## src/rtl/pcb_pkg.sv

```systemverilog
// Package: shared encodings for the program counter and branch unit.
// Assumes the address bus source order below is the one the sequencer uses.
package pcb_pkg;
    localparam int ADDR_W   = 16;
    localparam int BYTE_W   = 8;
    localparam int NUM_SRC  = 5;

    localparam int SRC_PC   = 0;
    localparam int SRC_INC  = 1;
    localparam int SRC_XY   = 2;
    localparam int SRC_J    = 3;
    localparam int SRC_M    = 4;

    typedef enum logic [1:0] {
        COND_SIGN   = 2'd0,
        COND_CARRY  = 2'd1,
        COND_ZERO   = 2'd2,
        COND_NZERO  = 2'd3
    } cond_e;
endpackage

```

## src/rtl/pcb_incrementer.sv

```systemverilog
// Module: ripple half-adder chain that adds one to its input.
// Assumes wrap-around on overflow; no carry out is reported.
module pcb_incrementer #(
    parameter int W = 16
) (
    input  logic [W-1:0] din,
    output logic [W-1:0] dout
);
    logic [W:0] carry;

    assign carry[0] = 1'b1;

    // one half-adder per bit position
    for (genvar i = 0; i < W; i++) begin : g_bit
        assign dout[i]    = din[i] ^ carry[i];
        assign carry[i+1] = din[i] & carry[i];
    end
endmodule

```

## src/rtl/pcb_addr_mux.sv

```systemverilog
// Module: AND-OR bus driver for N sources of W bits each.
// Assumes sel is one-hot or zero; an empty select yields zero.
module pcb_addr_mux #(
    parameter int W = 16,
    parameter int N = 5
) (
    input  logic [N-1:0]   sel,
    input  logic [N*W-1:0] srcs,
    output logic [W-1:0]   bus
);
    logic [W-1:0] gated [N];

    // mask each source with its own select bit
    for (genvar k = 0; k < N; k++) begin : g_src
        assign gated[k] = srcs[k*W +: W] & {W{sel[k]}};
    end

    // merge all masked sources onto the bus
    always_comb begin
        bus = '0;
        for (int k = 0; k < N; k++) begin
            bus = bus | gated[k];
        end
    end
endmodule

```

## src/rtl/pcb_cond_eval.sv

```systemverilog
// Module: picks one flag test from a 2-bit code.
// Assumes flags are stable while the code is applied.
module pcb_cond_eval
    import pcb_pkg::*;
(
    input  logic [1:0] code,
    input  logic       s_flag,
    input  logic       c_flag,
    input  logic       z_flag,
    output logic       met
);
    // decode the flag test
    always_comb begin
        unique case (cond_e'(code))
            COND_SIGN:  met = s_flag;
            COND_CARRY: met = c_flag;
            COND_ZERO:  met = z_flag;
            COND_NZERO: met = ~z_flag;
            default:    met = 1'b0;
        endcase
    end
endmodule

```

## src/rtl/pc_branch_unit.sv

```systemverilog
// Module: program counter, Inc, XY link and J target registers around a
// shared 16-bit address bus. Assumes the sequencer drives one-hot selects
// and never asserts two conflicting PC loads it cares to distinguish.
module pc_branch_unit
    import pcb_pkg::*;
(
    input  logic               clk,
    input  logic               rst_n,
    input  logic [NUM_SRC-1:0] addr_sel,
    input  logic [ADDR_W-1:0]  m_addr,
    input  logic [BYTE_W-1:0]  data_bus,
    input  logic               ld_j_hi,
    input  logic               ld_j_lo,
    input  logic               inc_latch,
    input  logic               ld_pc,
    input  logic               ld_xy,
    input  logic               ld_pc_cond,
    input  logic [1:0]         br_code,
    input  logic               flag_s,
    input  logic               flag_c,
    input  logic               flag_z,
    output logic [ADDR_W-1:0]  addr_bus,
    output logic               cond_met
);
    localparam int JH_LO = ADDR_W - BYTE_W;

    logic [ADDR_W-1:0]        pc_q;
    logic [ADDR_W-1:0]        inc_q;
    logic [ADDR_W-1:0]        xy_q;
    logic [ADDR_W-1:0]        j_q;
    logic [ADDR_W-1:0]        inc_next;
    logic [NUM_SRC*ADDR_W-1:0] src_flat;
    logic                     pc_we;

    // pack the bus sources in select-bit order
    always_comb begin
        src_flat = '0;
        src_flat[SRC_PC*ADDR_W  +: ADDR_W] = pc_q;
        src_flat[SRC_INC*ADDR_W +: ADDR_W] = inc_q;
        src_flat[SRC_XY*ADDR_W  +: ADDR_W] = xy_q;
        src_flat[SRC_J*ADDR_W   +: ADDR_W] = j_q;
        src_flat[SRC_M*ADDR_W   +: ADDR_W] = m_addr;
    end

    pcb_addr_mux #(.W(ADDR_W), .N(NUM_SRC)) u_mux (
        .sel  (addr_sel),
        .srcs (src_flat),
        .bus  (addr_bus)
    );

    pcb_incrementer #(.W(ADDR_W)) u_inc (
        .din  (addr_bus),
        .dout (inc_next)
    );

    pcb_cond_eval u_cond (
        .code   (br_code),
        .s_flag (flag_s),
        .c_flag (flag_c),
        .z_flag (flag_z),
        .met    (cond_met)
    );

    assign pc_we = ld_pc | (ld_pc_cond & cond_met);

    // program counter register
    always_ff @(posedge clk) begin
        if (!rst_n)     pc_q <= '0;
        else if (pc_we) pc_q <= addr_bus;
    end

    // incrementer holding register
    always_ff @(posedge clk) begin
        if (!rst_n)         inc_q <= '0;
        else if (inc_latch) inc_q <= inc_next;
    end

    // link register
    always_ff @(posedge clk) begin
        if (!rst_n)     xy_q <= '0;
        else if (ld_xy) xy_q <= addr_bus;
    end

    // jump target register, filled one byte at a time
    always_ff @(posedge clk) begin
        if (!rst_n) begin
            j_q <= '0;
        end else begin
            if (ld_j_hi) j_q[ADDR_W-1:JH_LO] <= data_bus;
            if (ld_j_lo) j_q[BYTE_W-1:0]     <= data_bus;
        end
    end
endmodule

```

## config.mk

```make
export PLATFORM = sky130hd
export DESIGN_NAME = pc_branch_unit
export DESIGN_NICKNAME = d
export VERILOG_FILES = /design/src/rtl/pcb_pkg.sv /design/src/rtl/pcb_incrementer.sv /design/src/rtl/pcb_addr_mux.sv /design/src/rtl/pcb_cond_eval.sv /design/src/rtl/pc_branch_unit.sv
export SDC_FILE = /design/constraint.sdc
export NUM_CORES = 1
export LEC_CHECK = 0
export BUFFER_PORTS_ARGS = -buffer_cell sky130_fd_sc_hd__buf_2
export CORE_MARGIN = 2
export CORE_UTILIZATION = 35
export DETAILED_ROUTE_END_ITERATION = 10
export MAX_ROUTING_LAYER = met4
export PLACE_DENSITY = 0.52
export SLEW_MARGIN = 5
export SYNTH_ARGS = -nofsm -noshare
export SYNTH_HDL_FRONTEND = slang
export SYNTH_SLANG_ARGS = --single-unit
```

## constraint.sdc

```tcl
create_clock -name clk -period 8.9 [get_ports clk]
set_clock_uncertainty 0.1 [all_clocks]
set_input_delay 0.89 -clock clk [delete_from_list [all_inputs] [get_ports clk]]
set_output_delay 0.89 -clock clk [all_outputs]
set_load 0.005 [all_outputs]
```

Word level (Yosys, flattened, before mapping)
Cells that the tools add are included.

Register bits: 64. Bits of input ports: 42. Output and inout port bits: 17.

Equality and inequality tests: 3. Muxes and demuxes: 1. Bitwise gates (word level): 42. Reductions and logical operators: 1.

Operator list (number): bitwise AND 16 bit (5); bitwise OR 16 bit (4); bitwise AND 1 bit (15); bitwise XOR 1 bit (15); equality test 2 bit (second input constant) (2); case mux 1 bit (4 select lines) (1); equality test 2 x 1 -> 1 bit (second input constant) (1); zero test 2 bit (1); NOT 1 bit (2); bitwise OR 1 bit (1).

Logic depth before layout (Yosys ltp)
Depth after elaboration: 20. Mapped depth: 21.

By module
From an unflattened synthesis, not the netlist that was laid out.

Cell total of the unflattened synthesis: 299. Area, all modules: 3069.2 sq um.

By module, submodules not included: pc_branch_unit (times used 1, cells each 225, area each 2464.9 sq um, sequential area each 1281.2 sq um); pcb_addr_mux (times used 1, cells each 55, area each 387.9 sq um, sequential area each 0.0 sq um); pcb_incrementer (times used 1, cells each 16, area each 187.7 sq um, sequential area each 0.0 sq um); pcb_cond_eval (times used 1, cells each 3, area each 28.8 sq um, sequential area each 0.0 sq um).

Worst setup path before layout
No wires, ideal clock.

Kind: input to register. Start point: input port addr_sel[0]. End point: register inc_q[15]. Library setup time: 126 ps. Arrival time: 4341 ps. Path slack: 4333 ps. Stages: 21. Path buffers: 2. Cells stage by stage: clkbuf_1 -> clkbuf_1 -> a22oi_1 -> nand2_1 -> ha_1 -> ha_1 -> ha_1 -> ha_1 -> ha_1 -> ha_1 -> ha_1 -> ha_1 -> ha_1 -> ha_1 -> ha_1 -> ha_1 -> ha_1 -> ha_1 -> and3_1 -> nand3_1 -> o211ai_1.

Cells in the longest elaborated chain, start to end: 20.

Ends and longest elaborated chain: start: declaration (line pc_branch_unit.sv:9) `input logic [NUM_SRC-1:0] addr_sel,`; bitwise AND 16 bit (line pcb_addr_mux.sv:15) `assign gated[k] = srcs[k*W +: W] & {W{sel[k]}};`; bitwise OR 16 bit (4 in a row) (line pcb_addr_mux.sv:22) `bus = bus | gated[k];`; net addr_bus[1] (line pc_branch_unit.sv:22) `output logic [ADDR_W-1:0] addr_bus,`; bitwise AND 1 bit (14 in a row) (line pcb_incrementer.sv:16) `assign carry[i+1] = din[i] & carry[i];`; bitwise XOR 1 bit (line pcb_incrementer.sv:15) `assign dout[i] = din[i] ^ carry[i];`; end signal: assignment (line pc_branch_unit.sv:75) `else if (inc_latch) inc_q <= inc_next;`; end: declaration (line pc_branch_unit.sv:28) `logic [ADDR_W-1:0] inc_q;`.

The timed path passes the listed nets, and every way through them passes these cells. A chain may end at the register's enable or synchronous reset.

Final worst setup path
Start point: input port addr_sel[2]. End point: register inc_q[15].

Cells in the longest elaborated chain, start to end: 19.

Ends and longest elaborated chain (line): bitwise AND 16 bit * (pcb_addr_mux.sv:15); bitwise OR 16 bit * (3 in a row) (pcb_addr_mux.sv:22); bitwise AND 1 bit (14 in a row) (pcb_incrementer.sv:16); bitwise XOR 1 bit * (pcb_incrementer.sv:15).

Every way passes the cells marked *; elsewhere a longest branch is shown, timed or not.

==> impl_metrics.py <==
metrics = {
    "hold_path": {
        "hp-class": "reg2reg",
    },
    "run_status": {
        "status": "complete, no violations",
    },
    "critical_path": {
        "cp_max_fo": 16,
        "cp_data_arrival_time_ps": 4720,
        "criticalPathCategory": "in2reg",
        "cp-start-kind": "input pin",
        "cp-end-kind": "register",
        "critPathRequiredTime_ps": 9010,
    },
    "pwr": {
        "power_density_mw_per_mm2": 195.2,
        "ir_worst_vdd_mv": 0.05588,
        "p_leak_nw": 1.593,
    },
    "run": {
        "drv_cap": 0,
    },
    "logic_synthesis": {
        "ys_types": 28,
        "seq_area_frac_synth_pct": 42.97,
        "synth_xor_area_share_pct": 0.2937,
        "muxShareOfSynthArea_pct": 16.32,
        "synth_top_family_by_area": "compound AO/OA/AOI/OAI gates",
        "synthTopCellsByArea": "dfxtp_1 (43%), mux2i_1 (15%), ha_1 (5.9%)",
        "yosysTopAreaCellShare_pct": 42.97,
        "synth_compound_area_share_pct": 19.39,
        "synthCells": 305,
        "yosys.area_share.simple_pct": 11.58,
        "synth_top_area_cell": "dfxtp_1",
        "syn_avg_cell_area_sq_um": 9.776,
        "yosys.area_share.adder_pct": 5.875,
        "netlist_area_sq_mm": 0.002982,
        "ys_warn_count": 0,
        "ys_ff_latch": 64,
        "syn-num-nets": 361,
    },
    "timing": {
        "max_slew_margin_pct": 27.27,
        "final_hold_viol_count": 0,
        "fin_crit_ps": 4608,
        "fmaxAchievable_mhz": 217.0,
        "final_max_slew_viol_count": 0,
        "setup-violations-final": 0,
        "tns_ps": 0,
        "rsz0062_at_grt": "no",
        "period_share_pct": 51.78,
        "tightest_slew_ps": 1091,
    },
    "grt": {
        "track_usage_pct": 17.64,
        "grt_pass1_wl_um": 12030,
        "antenna_found_initial": 0,
        "grt_max_degree": 41,
        "grt_overflow": 0,
        "grt_pass1_vias": 2269,
    },
    "clocking": {
        "path_clk_slew_ps": 60,
        "cts_sinks": 64,
        "worstSkewPairLatency_ps": 320,
        "clk_path_buf_depth": 2,
        "cts_root_buffer": "clkbuf_8",
        "cts_setup_buffers": 0,
        "numCtsBuffers": 9,
        "cts-htree-levels": 3,
        "post_cts_resized": 0,
        "cts_tree": "built",
        "postCtsHoldBufs": 0,
    },
    "floorplan": {
        "die_h_um": 96.30,
        "rows": 33,
        "core_area_sq_mm": 0.008217,
        "start_util_pct": 36.29,
        "fp.dieW_um": 96.30,
        "io_pins": 59,
        "dieArea_sq_mm": 0.009273,
    },
    "detailed_routing": {
        "vias_per_cell": 5.430,
        "wl_per_cell_um": 16.66,
        "wirelength_um": 7664,
        "first_iter_violations": 228,
        "vias": 2498,
        "dr.pass1.iters": 5,
        "postRouteAntennaNets": 0,
        "drc_errors": 0,
    },
    "layout": {
        "n_antenna_cell": 0,
        "finalNonFillerCells": 460,
        "drive_above_1_share_pct": 20.85,
        "num-nets-final": 408,
        "area_growth_pct": 16.87,
        "n_fill_cell": 806,
        "finish.utilization_pct": 42.41,
    },
    "place": {
        "routabilityCongestion": 0.7772,
        "dp_hpwl_um": 5562,
        "io_buffers": 58,
        "placed_cells": 446,
    },
}
cell type report:
cell class              instances  area (sq um)  area share [%]
clock buffers                  14         172.7           4.955
inverters                       2         7.507          0.2154
multi-input cells             216          1594           45.75
flip-flops and latches         64          1281           36.77
well taps                     105         131.4           3.770
repair buffers                 59         297.8           8.546
layer usage:
| layer | share of wire [%] | wire length (um) | global-route usage [%] | vias up |
|---|---|---|---|---|
| met2 | 43 | 3292 | 23.03 | 81 |
| met1 | 50 | 3855 | 26.48 | 1172 |
| met3 | 5.9 | 451 | 3.289 | 7 |
| met4 | 0.85 | 65 | 6.690 | 0 |
| li1 | - | - | - | 1238 |
| met5 | 0 | 0 | - | - |
cells in the mapped netlist (all sizes together):
master,count
nand2b,1
a222oi,16
clkinv,1
a211oi,1
clkbuf,17
and2,2
nand3,2
nand3b,2
inv,1
ha,14
buf,6
a21oi,1
xor2,1
nor2,46
a221oi,1
dfxtp,64
o211ai,1
a22oi,16
mux2,2
a311oi,15
and3,1
nand2,31
mux2i,46
a21o,16
nor2b,1
registers in the layout (all words and copies together), names as in the netlist:
name and cells:
pc_q 16, j_q 16, xy_q 16, inc_q 16
worst max-delay path: stages:
cell and delay [ps]:
buf_2 200, a222oi_1 560, nand2_1 150, ha_1 230, ha_1 180, ha_1 180, ha_1 180, ha_1 180
ha_1 180, ha_1 180, ha_1 180, ha_1 180, ha_1 180, ha_1 180, ha_1 180, ha_1 180
ha_1 180, and3_1 160, nand3_1 80, o211ai_1 90
worst paths after layout:
check	startpoint	to	slack [ps]	cells past startpoint
min	pc_q[14]$_SDFFE_PN0P_	pc_q[14]$_SDFFE_PN0P_	360	2
max reg2reg	xy_q[0]$_SDFFE_PN0P_	inc_q[15]$_SDFFE_PN0P_	4820	19
max	addr_sel[2]	inc_q[15]$_SDFFE_PN0P_	4290	20
min reg2reg	pc_q[14]$_SDFFE_PN0P_	pc_q[14]$_SDFFE_PN0P_	360	2
layout by cell type, fill, tap and decap left out, types with 2 or more instances in the layout:
| cell | instances |
|---|---|
| dfxtp_1 | 64 |
| buf_2 | 58 |
| mux2i_1 | 46 |
| nor2_1 | 46 |
| nand2_1 | 31 |
| a222oi_1 | 16 |
| a22oi_1 | 16 |
| a21o_1 | 16 |
| a311oi_1 | 15 |
| ha_1 | 14 |
| clkbuf_8 | 12 |
| and2_1 | 2 |
| nand3b_1 | 2 |
| nand3_1 | 2 |
| clkbuf_1 | 2 |
power by group:
group,internal [mW],total [mW],switching (mW)
logic,0.0578,0.132,0.0738
registers,0.314,0.329,0.0149
clock network,0.121,0.220,0.0986
metrics by stage:
step | area (sq um) | hold WS [ps] | power [mW] | setup slack [ps]
2_1_floorplan | 2982 | 338.4 | 0.4189 | 4333
3_3_place_gp | 3312 | 345.6 | 0.4650 | 4018
3_5_place_dp | 3312 | 355.5 | 0.4657 | 3941
4_1_cts | 3485 | 362.9 | 0.6902 | 4293
5_1_grt | 3485 | 378.3 | 0.7216 | 4088
6_report | 3485 | 363.7 | 0.6801 | 4292
cell families (layout without fill, tap and decap cells):
| kind of cell | count (synthesis) | in the layout |
|---|---|---|
| XOR/XNOR | 1 | 1 |
| AO/OA/AOI/OAI | 67 | 67 |
| buffers and inverters | 25 | 75 |
| multiplexers | 48 | 48 |
| flip-flops | 64 | 64 |
| AND/OR/NAND/NOR | 86 | 86 |
| adder cells (fa/ha/maj) | 14 | 14 |
Power figures use the tool's default switching activity.
